===== src/rtl/opmap_alu_pkg.sv =====
package opmap_alu_pkg;

  localparam int unsigned SEL_W = 4;

  typedef enum logic [SEL_W-1:0] {
    OP_NA0  = 4'b0000,
    OP_NA1  = 4'b0001,
    OP_NA2  = 4'b0010,
    OP_ADD  = 4'b0011,
    OP_SUB  = 4'b0100,
    OP_OR   = 4'b0101,
    OP_AND  = 4'b0110,
    OP_NOT  = 4'b0111,
    OP_XOR  = 4'b1000,
    OP_NA9  = 4'b1001,
    OP_SHR  = 4'b1010,
    OP_MUL  = 4'b1011,
    OP_CMP  = 4'b1100,
    OP_NA13 = 4'b1101,
    OP_NA14 = 4'b1110,
    OP_NA15 = 4'b1111
  } alu_op_e;

endpackage


===== src/rtl/opmap_alu_arith.sv =====
module opmap_alu_arith #(
  parameter int unsigned WIDTH = 16
) (
  input  logic [WIDTH-1:0] a_i,
  input  logic [WIDTH-1:0] b_i,
  output logic [WIDTH-1:0] sum_o,
  output logic [WIDTH-1:0] diff_o,
  output logic [WIDTH-1:0] prod_o
);
  // All three results are kept at WIDTH bits, so each one wraps.
  always_comb begin
    sum_o  = a_i + b_i;
    diff_o = a_i - b_i;
    prod_o = a_i * b_i;
  end
endmodule


===== src/rtl/opmap_alu_bitops.sv =====
module opmap_alu_bitops #(
  parameter int unsigned WIDTH = 16,
  localparam int unsigned SHW  = $clog2(WIDTH)
) (
  input  logic [WIDTH-1:0] a_i,
  input  logic [WIDTH-1:0] b_i,
  output logic [WIDTH-1:0] or_o,
  output logic [WIDTH-1:0] and_o,
  output logic [WIDTH-1:0] inv_o,
  output logic [WIDTH-1:0] xor_o,
  output logic [WIDTH-1:0] shr_o
);
  logic [SHW-1:0] shamt;

  always_comb begin
    shamt = b_i[SHW-1:0];
    or_o  = a_i | b_i;
    and_o = a_i & b_i;
    inv_o = ~a_i;
    xor_o = a_i ^ b_i;
    shr_o = a_i >> shamt;   // logical: zero fill
  end
endmodule


===== src/rtl/opmap_alu_select.sv =====
module opmap_alu_select
  import opmap_alu_pkg::*;
#(
  parameter int unsigned WIDTH = 16
) (
  input  logic [SEL_W-1:0] sel_i,
  input  logic [WIDTH-1:0] a_i,
  input  logic [WIDTH-1:0] b_i,
  input  logic [WIDTH-1:0] sum_i,
  input  logic [WIDTH-1:0] diff_i,
  input  logic [WIDTH-1:0] prod_i,
  input  logic [WIDTH-1:0] or_i,
  input  logic [WIDTH-1:0] and_i,
  input  logic [WIDTH-1:0] inv_i,
  input  logic [WIDTH-1:0] xor_i,
  input  logic [WIDTH-1:0] shr_i,
  output logic [WIDTH-1:0] q_o,
  output logic             flag_o
);
  logic is_arith;
  logic is_cmp;

  always_comb begin
    q_o      = '0;
    is_arith = 1'b1;
    is_cmp   = 1'b0;
    case (sel_i)
      OP_ADD:  q_o = sum_i;
      OP_SUB:  q_o = diff_i;
      OP_OR:   q_o = or_i;
      OP_AND:  q_o = and_i;
      OP_NOT:  q_o = inv_i;
      OP_XOR:  q_o = xor_i;
      OP_SHR:  q_o = shr_i;
      OP_MUL:  q_o = prod_i;
      OP_CMP: begin
        is_arith = 1'b0;
        is_cmp   = 1'b1;
      end
      default: is_arith = 1'b0;
    endcase

    if (is_cmp)        flag_o = (a_i == b_i);
    else if (is_arith) flag_o = (q_o == '0);
    else               flag_o = 1'b0;
  end
endmodule


===== src/rtl/opmap_alu.sv =====
module opmap_alu
  import opmap_alu_pkg::*;
#(
  parameter int unsigned WIDTH = 16
) (
  input  logic [SEL_W-1:0] sel_i,
  input  logic [WIDTH-1:0] a_i,
  input  logic [WIDTH-1:0] b_i,
  output logic [WIDTH-1:0] q_o,
  output logic             flag_o
);
  logic [WIDTH-1:0] sum_w, diff_w, prod_w;
  logic [WIDTH-1:0] or_w, and_w, inv_w, xor_w, shr_w;

  opmap_alu_arith #(.WIDTH(WIDTH)) u_arith (
    .a_i(a_i), .b_i(b_i),
    .sum_o(sum_w), .diff_o(diff_w), .prod_o(prod_w)
  );

  opmap_alu_bitops #(.WIDTH(WIDTH)) u_bitops (
    .a_i(a_i), .b_i(b_i),
    .or_o(or_w), .and_o(and_w), .inv_o(inv_w), .xor_o(xor_w), .shr_o(shr_w)
  );

  opmap_alu_select #(.WIDTH(WIDTH)) u_select (
    .sel_i(sel_i), .a_i(a_i), .b_i(b_i),
    .sum_i(sum_w), .diff_i(diff_w), .prod_i(prod_w),
    .or_i(or_w), .and_i(and_w), .inv_i(inv_w), .xor_i(xor_w), .shr_i(shr_w),
    .q_o(q_o), .flag_o(flag_o)
  );
endmodule


===== config.mk =====
export PLATFORM = sky130hd
export DESIGN_NAME = opmap_alu
export DESIGN_NICKNAME = d
export VERILOG_FILES = /design/src/rtl/opmap_alu_pkg.sv /design/src/rtl/opmap_alu_arith.sv /design/src/rtl/opmap_alu_bitops.sv /design/src/rtl/opmap_alu_select.sv /design/src/rtl/opmap_alu.sv
export SDC_FILE = /design/constraint.sdc
export NUM_CORES = 1
export LEC_CHECK = 0
export BUFFER_PORTS_ARGS = -buffer_cell sky130_fd_sc_hd__buf_2
export CAP_MARGIN = 5
export CELL_PAD_IN_SITES_DETAIL_PLACEMENT = 1
export CELL_PAD_IN_SITES_GLOBAL_PLACEMENT = 2
export CORE_ASPECT_RATIO = 0.7
export CORE_UTILIZATION = 39
export DETAILED_ROUTE_END_ITERATION = 6
export PLACE_DENSITY = 0.95
export SYNTH_ARGS = -nofsm -noshare
export SYNTH_HDL_FRONTEND = slang
export SYNTH_HIERARCHICAL = 1
export SYNTH_SLANG_ARGS = --single-unit

===== constraint.sdc =====
create_clock -name vclk -period 8.2
set_input_delay 0.41 -clock vclk [all_inputs]
set_output_delay 0.41 -clock vclk [all_outputs]
set_load 0.05 [all_outputs]

; After elaboration in Yosys (flattened, before gate mapping)
; Cells that the tools add are included.
[op_classes]
bitwise = 4
mul = 1
n_eq_ne = 10
n_addsub = 2
muxes = 5
shift = 1
n_reduce_logical = 2
[op_table]
columns = operator, count
row1 = 16-bit one-hot mux with 8 select lines, 1
row2 = 16-bit adder, 1
row3 = 16-bit bitwise AND, 1
row4 = 16-bit == test, 1
row5 = "4-bit by 3-bit == test with 1-bit output, second input constant", 4
row6 = "4-bit == test, second input constant", 4
row7 = 16-bit zero test, 1
row8 = 16-bit by 16-bit multiplier with 16-bit output, 1
row9 = 16-bit inverter, 1
row10 = 16-bit OR, 1
row11 = 16-bit by 4-bit >> shifter with 16-bit output, 1
row12 = 16-bit subtractor, 1
row13 = 16-bit XOR, 1
row14 = 8-bit OR reduction, 1
row15 = "4-bit by 2-bit == test with 1-bit output, second input constant", 1
row16 = 1-bit 2-to-1 mux, 4
[totals]
ff_bits = 0
elab_cells = 25
output_inout_bits = 17
inputBits = 36

; Longest topological paths before layout
[logic_depth]
depth_word = 5
ltp_mapped = 26
depth_no_buf = 25

; Cells and area by module
; Netlist, hierarchy kept.
[by_module_without_submodules]
columns = module, seq_area_each_um2, n_inst, area_per_inst_um2, cells_per_inst
row1 = opmap_alu_arith, 0.0, 1, 5306.3, 668
row2 = opmap_alu_select, 0.0, 1, 1361.3, 175
row3 = opmap_alu_bitops, 0.0, 1, 1217.4, 168

; Worst setup path after synthesis
; No wires, ideal clock.
[synth_timing]
path_type = input to output
from = input port a_i[1]
to = output port flag_o
path_buffers = 1
required_ns = 7.790
setup_slack_ns = 0.964
cell_stages = 24
arrival_ns = 6.826
cell_sequence = clkbuf_1 clkinv_1 nor2_1 fa_1 fa_1 ha_1 fa_1 inv_1 fa_1 fa_1 inv_1 ha_1 and3_1 a2111oi_0 nor2_1 a21oi_1 nor2b_1 nor2_1 xnor2_1 a22oi_1 o221ai_1 nor2_1 and4bb_1 a31o_1
[synth_between]
elab_chain_len = 5
elab_cells_between_ends = 13
classes_between = 2 x add/sub / 1 x mul / 1 x eq/ne / 1 x shift / 3 x mux / 4 x bitwise / 1 x reduce/logical
[synth_rtl]
columns = element, line
row1 = start: declaration, opmap_alu.sv:7  ; input logic [WIDTH-1:0] a_i,
row2 = 16-bit by 16-bit multiplier with 16-bit output, opmap_alu_arith.sv:14  ; prod_o = a_i * b_i;
row3 = net prod_w[13], opmap_alu.sv:12  ; logic [WIDTH-1:0] sum_w, diff_w, prod_w;
row4 = 16-bit one-hot mux with 8 select lines, opmap_alu_select.sv:27  ; case (sel_i)
row5 = net q_o[13], opmap_alu.sv:9  ; output logic [WIDTH-1:0] q_o,
row6 = 16-bit zero test, opmap_alu_select.sv:44  ; else if (is_arith) flag_o = (q_o == '0);
row7 = 1-bit 2-to-1 mux, opmap_alu_select.sv:44
row8 = 1-bit 2-to-1 mux, opmap_alu_select.sv:43  ; if (is_cmp) flag_o = (a_i == b_i);
row9 = end: declaration, opmap_alu.sv:10  ; output logic flag_o
; The timed path passes the listed nets, and every way through them passes these cells.

; Final worst setup path
[layout_timing]
from = input port a_i[4]
to = output port flag_o
[layout_between]
elab_chain_len = 5
elab_cells_between_ends = 13
classes_between = 2 x add/sub / 1 x mul / 1 x eq/ne / 1 x shift / 3 x mux / 4 x bitwise / 1 x reduce/logical
[layout_rtl]
columns = element, line
row1 = 16-bit by 16-bit multiplier with 16-bit output, opmap_alu_arith.sv:14
row2 = net prod_w[13], opmap_alu.sv:12
row3 = 16-bit one-hot mux with 8 select lines, opmap_alu_select.sv:27
row4 = 16-bit zero test, opmap_alu_select.sv:44
row5 = 1-bit 2-to-1 mux, opmap_alu_select.sv:44
row6 = 1-bit 2-to-1 mux, opmap_alu_select.sv:43
; The timed path passes the listed nets, and every way through them passes these cells.

==> results.rst <==
.. list-table::
   :header-rows: 1

   * - Metric
     - Value
   * - Outcome
     - finished, final reports clean
   * - Multi-input combinational cell area
     - 6900 sq um
   * - Hold Buf Count CTS
     - 0
   * - Total power divided by cell area
     - 247 nW/um^2
   * - Post-layout nets
     - 1257
   * - Worst supply voltage drop on vdd
     - 0.252 mV
   * - Share of the synthesized area in the top cell type
     - 20.6%
   * - Final Cycle Share
     - 92.4%
   * - Hold Path Depth
     - 5
   * - Finish-stage setup viols
     - 0
   * - Sequential Area
     - 0 sq um
   * - Max stage delay on crit path
     - 640 ps
   * - Initial antenna violation count
     - 0
   * - Largest fanout of any net on the critical path
     - 20
   * - Pin count of the biggest net entering global routing
     - 33
   * - Setup tns final
     - 0 ps
   * - Syn-to-layout area delta
     - 5.24%
   * - Overflow left after global routing
     - 0
   * - Worst setup SP type
     - input pin
   * - Worst path required time
     - 7790 ps
   * - Number of logic stages on the critical path including buffering
     - 26
   * - Hold Violations, Final
     - 0
   * - Mean post-synth cell area
     - 7.80 sq um
   * - Layout clock buffers
     - 0
   * - Remaining max-slew budget at the tightest pin
     - 29.9%
   * - Drt wl/cell
     - 22.6 um
   * - Total inserted antenna cells
     - 0
   * - Buffer and inverter count on the worst path
     - 6
   * - Initial cell density of the core
     - 39.8%
   * - Post-layout utilization of the core
     - 41.9%
   * - Leading cell type by number of instances after synthesis
     - inv_1
   * - Post-Synthesis Cell Area
     - 7890 sq um
   * - Number of sequential storage elements
     - 0
   * - Placer congestion estimate
     - 0.952
   * - Total met2 wirelength after detailed routing
     - 12100 um
   * - Chip height
     - 121 um
   * - Kind of cell adding the most delay to the critical path
     - adder cells
   * - Post-detail-place hpwl
     - 23800 um
   * - Met1 Routed Length
     - 13800 um
   * - First-pass GRT wire length
     - 45300 um
   * - All-Layer GR Usage
     - 29.0%
   * - Total Die Area
     - 20800 sq um
   * - FP Rows
     - 43
   * - Highest metal layer with signal wires
     - met4
   * - Count of mapped cells out of synthesis
     - 1011
   * - Count of final max-slew check failures
     - 0
   * - DR vias
     - 7326
   * - Share of post-route cells with drive strength above 1
     - 8.59%
   * - Clock period minus worst slack
     - 7580 ps
   * - Top post-synthesis cells by count
     - inv_1, ha_1, nand2_1
   * - Port Buffers
     - 53
   * - Worst hold path type
     - in2out
   * - Cell taking the most area after synthesis
     - fa_1
   * - DRC violation count after routing
     - 0
   * - Peak clock frequency supported by timing
     - 132 MHz
   * - Routed met3 length
     - 2890 um
   * - Core Box Area
     - 19800 sq um
   * - Slew of the pin with the lowest slew margin
     - 1050 ps
   * - Via density per instance
     - 5.66
   * - Synthesis warning total
     - 6
   * - Width of the chip
     - 172 um
   * - Critical-path top delay cell
     - a2111oi_0
   * - Total wire length after detailed routing
     - 29300 um
   * - Synth cell types
     - 67
   * - Biggest area contributors in the synthesized netlist
     - fa_1, ha_1, inv_1
   * - Category of the worst setup path capture point
     - output pin
   * - Maximum capacitance violations
     - 0
   * - Post-CTS Repair Setup Buffers
     - 0
   * - Class of the most critical setup path
     - in2out
   * - # fillers
     - 2528
   * - Data arrival, critical path
     - 7170 ps
   * - RSZ-0062 raised after global routing
     - false
   * - Sequential cell area fraction in the yosys report
     - 0%
   * - Leakage power figure
     - 4.14 nW
   * - Most used cell, CP
     - fa_1
   * - Net count of the mapped netlist
     - 1241
   * - Pre-antenna DRT Iters
     - 5
   * - Antenna-violating nets left
     - 0
   * - Top Ports
     - 53
   * - Count of instances resized after the clock tree is built
     - 0
   * - Vias in the first global route
     - 7584
   * - Initial drt markers
     - 696
[power by group]
group          switching, mW  leakage [nW]  internal, mW
sequential                 0             0             0
clock                      0             0             0
combinational           1.28          4.14         0.771
total                   1.28          4.14         0.771
[final timing paths]
path	from	endpoint	slack (ps)
worst min-delay path	sel_i[2]	flag_o	1620
worst max-delay path	a_i[4]	flag_o	620
[through the flow]
step	hold slack (ps)	worst slack, ps	instances	total power [mW]	instance area (sq um)
after floorplan	1300	964	1011	1.38	7890
after global placement	1610	919	1295	1.98	8300
after detailed placement	1610	772	1295	2.02	8300
after CTS	1610	748	1295	2.03	8300
after global routing	1650	346	1295	2.24	8300
final	1620	625	1295	2.05	8300
[tightest hold or removal path, delay by kind of cell]
kind / cells / cell delay, ps
AO/OA/AOI/OAI: 1 / 190
buffers and inverters: 2 / 410
AND/OR/NAND/NOR: 2 / 190
[layout by cell type, fill, tap and decap left out, types with 7 or more instances in the layout]
master / instances
a22oi_1: 27
mux4_2: 11
o21bai_1: 7
fa_1: 81
nor3_1: 17
buf_2: 53
xnor2_1: 56
nor2_1: 53
inv_1: 193
buf_4: 9
o21ai_0: 23
xor2_1: 28
nand3_1: 12
nand2_1: 98
mux2i_1: 27
nor2b_1: 8
nand2b_1: 14
nor4_1: 7
ha_1: 113
and2_1: 48
a21o_1: 8
a31oi_1: 7
a21oi_1: 32
[cells by family after synthesis]
logic type / after synthesis / synth area share [%]
buffers and inverters: 243 / 12.6
and+or+nand+nor: 289 / 18.3
muxes: 45 / 7.62
adders and majority gates: 194 / 38.5
AOI/OAI and AO/OA: 156 / 13.7
xor gates and xnor gates: 84 / 9.33
[routing by layer]
layer / global-route usage, % / up-vias
met4: 4.59 / 0
li1: - / 3318
met3: 7.05 / 31
met2: 42.6 / 299
met5: 0 / -
met1: 43.1 / 3678
[layout make-up]
class	instances	share of cell area (%)
inverters	195	8.82
multi-input cells	768	83.1
well taps	270	4.07
repair buffers	62	4.01
No activity file was read; power rests on OpenSTA's default activity.
